[config.mk]
export PLATFORM = sky130hd
export DESIGN_NAME = sq_commit_wb
export DESIGN_NICKNAME = d
export VERILOG_FILES = /design/src/rtl/sq_pkg.sv /design/src/rtl/sq_lane_pick.sv /design/src/rtl/sq_mark.sv /design/src/rtl/sq_commit_wb.sv
export SDC_FILE = /design/constraint.sdc
export NUM_CORES = 2
export LEC_CHECK = 0
export BUFFER_PORTS_ARGS = -buffer_cell sky130_fd_sc_hd__buf_2
export CAP_MARGIN = 10
export CORE_ASPECT_RATIO = 1.4
export CORE_MARGIN = 5
export CORE_UTILIZATION = 40
export DETAILED_ROUTE_END_ITERATION = 10
export GPL_ROUTABILITY_DRIVEN = 0
export PLACE_DENSITY = 0.62
export SETUP_SLACK_MARGIN = 0.3
export SYNTH_ARGS = -nofsm -noshare
export SYNTH_HDL_FRONTEND = slang
export SYNTH_HIERARCHICAL = 1
export SYNTH_SLANG_ARGS = --single-unit
[constraint.sdc]
create_clock -name clk -period 7.15 [get_ports clk]
set_input_delay 0.715 -clock clk [delete_from_list [all_inputs] [get_ports clk]]
set_output_delay 0.715 -clock clk [all_outputs]
set_load 0.05 [all_outputs]
[src/rtl/sq_pkg.sv]
package sq_pkg;
   typedef enum logic [1:0] {
      LANE_STOP = 2'd0,
      LANE_SEND = 2'd1,
      LANE_DROP = 2'd2
   } lane_act_e;
endpackage

[src/rtl/sq_lane_pick.sv]
// Chooses which unsent entries leave this cycle, oldest in lane 0.
module sq_lane_pick #(
   parameter int DEPTH = 8,
   parameter int PORTS = 2,
   localparam int PW = $clog2(DEPTH),
   localparam int CW = $clog2(DEPTH + 1)
) (
   input  logic [PW-1:0]            head,
   input  logic [CW-1:0]            inflight,
   input  logic [CW-1:0]            pend,
   input  logic                     hold,
   input  logic [DEPTH-1:0]         writable,
   input  logic [DEPTH-1:0]         skip,
   input  logic [PORTS-1:0]         ready,
   output logic [PORTS-1:0]         req_valid,
   output logic [PORTS-1:0][PW-1:0] lane_slot,
   output sq_pkg::lane_act_e        lane_act [PORTS],
   output logic [CW-1:0]            pass_cnt,
   output logic                     refused
);
   logic [PORTS-1:0] go;
   logic [PORTS-1:0] take;
   logic [PORTS-1:0] refuse_l;

   assign go[0] = ~hold;

   for (genvar k = 0; k < PORTS; k++) begin : g_lane
      logic [PW-1:0] slot;
      logic          present;
      logic          drop;
      assign slot         = head + inflight[PW-1:0] + PW'(k);
      assign present      = (CW'(k) < pend) && writable[slot];
      assign drop         = present && skip[slot];
      assign req_valid[k] = go[k] && present && !drop;
      assign take[k]      = go[k] && (drop || (present && ready[k]));
      assign refuse_l[k]  = req_valid[k] && !ready[k];
      assign lane_slot[k] = slot;
      assign lane_act[k]  = !take[k] ? sq_pkg::LANE_STOP :
                            (drop ? sq_pkg::LANE_DROP : sq_pkg::LANE_SEND);
      if (k + 1 < PORTS) begin : g_chain
         assign go[k+1] = take[k];
      end
   end

   always_comb begin
      pass_cnt = '0;
      for (int k = 0; k < PORTS; k++) pass_cnt += CW'(take[k]);
   end

   assign refused = |refuse_l;
endmodule

[src/rtl/sq_mark.sv]
// Per-slot commit, conditional-execute and squash decisions.
module sq_mark #(
   parameter int DEPTH = 8,
   parameter int SEQ_W = 16,
   localparam int PW = $clog2(DEPTH),
   localparam int CW = $clog2(DEPTH + 1)
) (
   input  logic [PW-1:0]    head,
   input  logic [CW-1:0]    inflight,
   input  logic [CW-1:0]    pend,
   input  logic [SEQ_W-1:0] seq [DEPTH],
   input  logic [DEPTH-1:0] writable,
   input  logic [DEPTH-1:0] cond,
   input  logic             commit_valid,
   input  logic [SEQ_W-1:0] commit_seq,
   input  logic             exec_valid,
   input  logic [PW-1:0]    exec_slot,
   input  logic             exec_fault,
   input  logic             squash_valid,
   input  logic [SEQ_W-1:0] squash_seq,
   output logic [DEPTH-1:0] set_wb,
   output logic [CW-1:0]    mark_cnt,
   output logic [CW-1:0]    kill_cnt,
   output logic [CW-1:0]    kill_wb_cnt
);
   logic [CW-1:0]    used;
   logic [DEPTH-1:0] kill;

   assign used = inflight + pend;

   for (genvar i = 0; i < DEPTH; i++) begin : g_slot
      logic [PW-1:0] rel;
      logic          unsent;
      logic          commit_hit;
      logic          exec_hit;
      assign rel        = PW'(i) - head;
      assign unsent     = (CW'(rel) < used) && (CW'(rel) >= inflight);
      assign commit_hit = commit_valid && (seq[i] <= commit_seq);
      assign exec_hit   = exec_valid && (exec_slot == PW'(i)) && cond[i] && !exec_fault;
      assign set_wb[i]  = !squash_valid && unsent && !writable[i] && (commit_hit || exec_hit);
      assign kill[i]    = squash_valid && unsent && (seq[i] > squash_seq);
   end

   always_comb begin
      mark_cnt    = '0;
      kill_cnt    = '0;
      kill_wb_cnt = '0;
      for (int i = 0; i < DEPTH; i++) begin
         mark_cnt    += CW'(set_wb[i]);
         kill_cnt    += CW'(kill[i]);
         kill_wb_cnt += CW'(kill[i] && writable[i]);
      end
   end
endmodule

[src/rtl/sq_commit_wb.sv]
module sq_commit_wb #(
   parameter int DEPTH  = 8,
   parameter int PORTS  = 2,
   parameter int ADDR_W = 32,
   parameter int DATA_W = 64,
   parameter int SIZE_W = 4,
   parameter int SEQ_W  = 16
) (
   input  logic                                 clk,
   input  logic                                 rst_n,
   input  logic                                 alloc_valid,
   input  logic [SEQ_W-1:0]                     alloc_seq,
   input  logic                                 alloc_prefetch,
   input  logic                                 alloc_cond,
   output logic [$clog2(DEPTH)-1:0]             alloc_slot,
   output logic [$clog2(DEPTH+1)-1:0]           free_slots,
   input  logic                                 exec_valid,
   input  logic [$clog2(DEPTH)-1:0]             exec_slot,
   input  logic [ADDR_W-1:0]                    exec_addr,
   input  logic [DATA_W-1:0]                    exec_data,
   input  logic [SIZE_W-1:0]                    exec_size,
   input  logic                                 exec_fault,
   input  logic                                 commit_valid,
   input  logic [SEQ_W-1:0]                     commit_seq,
   input  logic                                 squash_valid,
   input  logic [SEQ_W-1:0]                     squash_seq,
   output logic [PORTS-1:0]                     mem_req_valid,
   input  logic [PORTS-1:0]                     mem_req_ready,
   output logic [PORTS-1:0][ADDR_W-1:0]         mem_req_addr,
   output logic [PORTS-1:0][DATA_W-1:0]         mem_req_data,
   output logic [PORTS-1:0][SIZE_W-1:0]         mem_req_size,
   output logic [PORTS-1:0][$clog2(DEPTH)-1:0]  mem_req_tag,
   input  logic                                 mem_retry,
   input  logic                                 mem_done_valid,
   input  logic [$clog2(DEPTH)-1:0]             mem_done_tag,
   output logic [$clog2(DEPTH+1)-1:0]           wait_count,
   output logic [$clog2(DEPTH+1)-1:0]           inflight_count
);
   localparam int PW = $clog2(DEPTH);
   localparam int CW = $clog2(DEPTH + 1);

   if (DEPTH < 2 || (DEPTH & (DEPTH - 1)) != 0) begin : g_bad_depth
      $error("sq_commit_wb: DEPTH must be a power of two of at least 2");
   end
   if (PORTS < 1 || PORTS > DEPTH) begin : g_bad_ports
      $error("sq_commit_wb: PORTS must lie between 1 and DEPTH");
   end

   logic [SEQ_W-1:0]  seq_q  [DEPTH];
   logic [ADDR_W-1:0] addr_q [DEPTH];
   logic [DATA_W-1:0] data_q [DEPTH];
   logic [SIZE_W-1:0] size_q [DEPTH];
   logic [DEPTH-1:0]  cwb_q, done_q, pf_q, cond_q, skip;
   logic [PW-1:0]     head_q, tail;
   logic [CW-1:0]     inflight_q, pend_q, wait_q;
   logic              blocked_q;

   logic              alloc_ok, exec_ok, release_fire;
   logic [DEPTH-1:0]  set_wb;
   logic [CW-1:0]     mark_cnt, kill_cnt, kill_wb_cnt, pass_cnt;
   logic              refused;
   logic [PORTS-1:0][PW-1:0] lane_slot;
   sq_pkg::lane_act_e        lane_act [PORTS];

   assign tail         = head_q + inflight_q[PW-1:0] + pend_q[PW-1:0];
   assign alloc_ok     = alloc_valid && !squash_valid;
   assign exec_ok      = exec_valid && !squash_valid;
   assign release_fire = (inflight_q != '0) && done_q[head_q];

   for (genvar i = 0; i < DEPTH; i++) begin : g_skip
      assign skip[i] = pf_q[i] || (size_q[i] == '0);
   end

   sq_mark #(.DEPTH(DEPTH), .SEQ_W(SEQ_W)) u_mark (
      .head(head_q), .inflight(inflight_q), .pend(pend_q), .seq(seq_q),
      .writable(cwb_q), .cond(cond_q),
      .commit_valid(commit_valid), .commit_seq(commit_seq),
      .exec_valid(exec_valid), .exec_slot(exec_slot), .exec_fault(exec_fault),
      .squash_valid(squash_valid), .squash_seq(squash_seq),
      .set_wb(set_wb), .mark_cnt(mark_cnt), .kill_cnt(kill_cnt),
      .kill_wb_cnt(kill_wb_cnt)
   );

   sq_lane_pick #(.DEPTH(DEPTH), .PORTS(PORTS)) u_pick (
      .head(head_q), .inflight(inflight_q), .pend(pend_q),
      .hold(blocked_q || squash_valid), .writable(cwb_q), .skip(skip),
      .ready(mem_req_ready), .req_valid(mem_req_valid), .lane_slot(lane_slot),
      .lane_act(lane_act), .pass_cnt(pass_cnt), .refused(refused)
   );

   for (genvar k = 0; k < PORTS; k++) begin : g_req
      assign mem_req_addr[k] = addr_q[lane_slot[k]];
      assign mem_req_data[k] = data_q[lane_slot[k]];
      assign mem_req_size[k] = size_q[lane_slot[k]];
      assign mem_req_tag[k]  = lane_slot[k];
   end

   always_ff @(posedge clk or negedge rst_n) begin
      if (!rst_n) begin
         head_q     <= '0;
         inflight_q <= '0;
         pend_q     <= '0;
         wait_q     <= '0;
         blocked_q  <= 1'b0;
         cwb_q      <= '0;
         done_q     <= '0;
         pf_q       <= '0;
         cond_q     <= '0;
      end else begin
         cwb_q <= cwb_q | set_wb;
         if (alloc_ok) begin
            cwb_q[tail]  <= 1'b0;
            done_q[tail] <= 1'b0;
            pf_q[tail]   <= alloc_prefetch;
            cond_q[tail] <= alloc_cond;
         end
         for (int k = 0; k < PORTS; k++) begin
            if (lane_act[k] == sq_pkg::LANE_DROP) done_q[lane_slot[k]] <= 1'b1;
         end
         if (mem_done_valid) done_q[mem_done_tag] <= 1'b1;
         head_q     <= head_q + PW'(release_fire);
         inflight_q <= inflight_q + pass_cnt - CW'(release_fire);
         pend_q     <= pend_q + CW'(alloc_ok) - pass_cnt - kill_cnt;
         wait_q     <= wait_q + mark_cnt - pass_cnt - kill_wb_cnt;
         blocked_q  <= blocked_q ? !mem_retry : refused;
      end
   end

   always_ff @(posedge clk) begin
      if (alloc_ok) begin
         seq_q[tail]  <= alloc_seq;
         size_q[tail] <= '0;
      end
      if (exec_ok) begin
         addr_q[exec_slot] <= exec_addr;
         data_q[exec_slot] <= exec_data;
         size_q[exec_slot] <= exec_size;
      end
   end

   always_comb begin
      if ((inflight_q + pend_q) >= CW'(DEPTH - 1)) free_slots = '0;
      else free_slots = CW'(DEPTH - 1) - inflight_q - pend_q;
   end

   assign alloc_slot     = tail;
   assign wait_count     = wait_q;
   assign inflight_count = inflight_q;
endmodule

==> out/results.txt <==
Crit path DAT: 7.24 ns
Avg Cell Area, Syn: 14.52 um2
Initial antenna violation count: 54
First-pass GRT wire length: 235.7 mm
Largest net degree at the start of global routing: 141
Vias: 34130
DR DRC count: 0
Final TNS setup: 0 ns
Port Buf Inserts: 389
Synth-to-layout area growth: 14.66%
Ys flop type: edfxtp_1
Vias per cell: 6.028
Setup crit end kind: flip-flop
# rows: 155
Most common cell in the synthesized netlist: edfxtp_1
Tcrit/Tclk final: 92.47%
Most common cell on crit path: fa_1
CP max FO: 5
Crit path max-delay family: adder cells
Die width: 311.8 um
Area of the multi-input gates: 20810 um2
Synth unique cells: 75
Synth cell count leaders: 928 x edfxtp_1, 459 x mux2i_1, 323 x ha_1, 175 x nand2_1, 152 x inv_1
GRT Resource Usage Total: 23.58%
Flop and latch count out of synthesis: 976
Final WL: 164.0 mm
Post-route minimum period: 6.612 ns
Layout Skew: 0.06023 ns
H-tree Lvls: 3
CP required: 7.78 ns
Clock latency on the worst-skew pair: 0.73 ns
Crit path largest cell delay: 0.53 ns
DR iter-0 viols: 2578
HP Class: in2async
Grt met3 use: 7.837%
Fill cell count: 11220
DP HPWL: 106.6 mm
Worst path slowest cell: fa_1
Root Buffer: clkbuf_16
Core footprint: 127000 um2
Syn. warnings: 6
Top post-synthesis cells by area: edfxtp_1 55%, mux2i_1 9.0%, ha_1 7.9%
R2R Path End: wait_count[3]$_DFF_PN0_
Length of the first detailed-routing pass in iterations: 5
Max cap viols: 0
Worst-Margin Slew: 1.224 ns
Crit path cell chain: ha_1 -> inv_1 -> fa_2 -> ha_1 -> a21o_1 -> a21o_1 -> a2111oi_1 -> o21ai_1 -> fa_1 -> fa_1 -> inv_1 -> fa_1 -> ha_1 -> inv_1 -> fa_1 -> xnor2_1 -> inv_1 -> fa_1 -> fa_1 -> ha_1 -> a21oi_1 -> xnor2_1
Hold Vio Cnt, Final: 0
Unrepaired setup endpoints after global routing: no
Layout cells sized above 1: 21.21%
Mapped Cells: 3514
Number of buffers inserted by hold repair at cts: 0
Die ar.: 134900 um2
Inserted Clock Buffers: 98
CP Launch Type: flip-flop
Grt met1 use: 27.22%
Post-Syn Area: 51010 um2
Worst reg-to-reg path cell count: 22
Asr flop ratio synth: 4.918%
Gr ovfl total: 0
RR Startpoint: inflight_count[0]$_DFF_PN0_
Sequential area share after synthesis: 56.99%
Initial Utilization: 40.16%
Reg area: 29070 um2
Max-slew headroom: 18.42%
Setup violations, final: 0
Die height: 432.5 um
Crit path buffers/inverters: 4
Clock Pin Slew Worst Setup and Hold Paths: 0.06 ns
CTS tree: built
IO Pins: 390
EDFF count, synth: 928
GR peak layer: met2
Share of the synthesized area in the top cell type: 54.63%
Slew Viols, Final: 0
Clock tree buffer depth: 3
Grt met2 use: 39.33%
Antenna-violating nets left: 0
Status: complete, no violations
Final Net Count: 4428
Clock Sinks: 976
Vias in the first global route: 35260
Max Fclk: 151.2 MHz
Register-to-register setup slack: 0.54 ns
Final core utilization: 46.04%
Drt wl/cell: 28.97 um
Area leader, netlist: edfxtp_1
WS Path Type: reg2reg
==> cell families (layout without fill, tap and decap cells) <==
kind of cell               count (synthesis)  count (layout)  share of synthesized area (%)
buffers and inverters                    330             803                          2.659
other                                      1              27                       0.007352
adders and majority gates                352             352                          9.061
xor gates and xnor gates                  36              36                         0.7040
and+or+nand+nor                          468             468                          4.508
AOI/OAI and AO/OA                        709             709                          10.55
muxes                                    642             642                          15.52
DFF                                      976             976                          56.99
==> worst max-delay path by stage <==
stage                           startpoint                       to  slack [ns]  depth (start not counted)
3_5_place_dp                 squash_seq[7]  wait_count[3]$_DFF_PN0_        0.33                         22
5_1_grt        inflight_count[0]$_DFF_PN0_      pend_q[3]$_DFF_PN0_        0.28                         23
3_3_place_gp                 squash_seq[7]  wait_count[3]$_DFF_PN0_        0.34                         22
6_report       inflight_count[0]$_DFF_PN0_  wait_count[3]$_DFF_PN0_        0.54                         22
4_1_cts        inflight_count[1]$_DFF_PN0_  wait_count[3]$_DFF_PN0_        0.41                         22
2_1_floorplan  inflight_count[0]$_DFF_PN0_  wait_count[3]$_DFF_PN0_        0.33                         22
==> layout make-up <==
cell class,count,share of cell area [%]
clock buffer,115,4.338
sequential,976,49.70
multi-input combinational,2209,35.58
timing repair buffer,471,4.552
inverter,153,0.9948
tap,1648,3.526
clock inverter,64,1.198
antenna,25,0.1070
==> worst reg2reg max path, cell delays in order (launching register included) <==
cell	delay, ns
dfrtp_1	0.38
ha_1	0.22
inv_1	0.07
fa_2	0.48
ha_1	0.29
a21o_1	0.18
a21o_1	0.22
a2111oi_1	0.47
o21ai_1	0.16
fa_1	0.50
fa_1	0.51
inv_1	0.05
fa_1	0.49
ha_1	0.17
inv_1	0.07
fa_1	0.43
xnor2_1	0.17
inv_1	0.08
fa_1	0.53
fa_1	0.42
ha_1	0.34
a21oi_1	0.17
xnor2_1	0.14
==> registers in the layout, indices dropped and copies added (netlist names), 8 cells and up <==
signal and count:
seq_q 128, size_q 32, data_q 512, addr_q 256
pf_q 8, cwb_q 8, done_q 8, cond_q 8
==> metrics by stage <==
| stage | setup WS [ns] | cells | area [um2] | hold WS [ns] |
|---|---|---|---|---|
| finish | 0.5383 | 5661 | 58490 | 0.1105 |
| floorplan | 0.3252 | 3515 | 51060 | 0.4194 |
| CTS | 0.4079 | 5633 | 58360 | 0.09460 |
| global route | 0.2827 | 5642 | 58440 | 0.1511 |
| detailed placement | 0.3297 | 5454 | 55120 | 0.4665 |
| global placement | 0.3431 | 5454 | 55120 | 0.4563 |
==> per-layer routing <==
layer / part of all wire (%) / wire, um
met4: 5.5 / 8939
met2: 48 / 78400
met3: 9.5 / 15560
met1: 37 / 60860
met5: 0.14 / 222
==> repair_timing <==
item,4_1_cts,5_1_grt
setup buffers,0,3
resized for setup,0,8
endpoints found under the setup margin,0,3
==> placed cells by master, fill, tap and decap left out, types with 13 or more instances in the layout <==
| master | n |
|---|---|
| o221ai_1 | 109 |
| a221o_1 | 13 |
| and2_1 | 37 |
| o211ai_1 | 14 |
| mux2_2 | 71 |
| clkbuf_1 | 16 |
| mux4_2 | 112 |
| a22oi_1 | 22 |
| a21oi_1 | 112 |
| a211o_1 | 19 |
| nand4_1 | 42 |
| inv_1 | 150 |
| clkinv_1 | 22 |
| o22ai_1 | 28 |
| nor2_1 | 60 |
| a211oi_1 | 16 |
| fa_1 | 28 |
| o21ai_0 | 49 |
| edfxtp_1 | 928 |
| ha_1 | 321 |
| clkinv_2 | 16 |
| nor3_1 | 13 |
| clkbuf_16 | 99 |
| a21o_1 | 52 |
| buf_4 | 74 |
| nor2b_1 | 19 |
| nand3_1 | 34 |
| dfrtp_1 | 47 |
| mux2i_1 | 459 |
| nor4_1 | 14 |
| o22a_1 | 107 |
| nand2_1 | 174 |
| xnor2_1 | 19 |
| a221oi_1 | 81 |
| diode_2 | 25 |
| buf_2 | 389 |
Power is not shown: default switching activity piles up to over one toggle a cycle in this logic, so the estimate is an artifact.
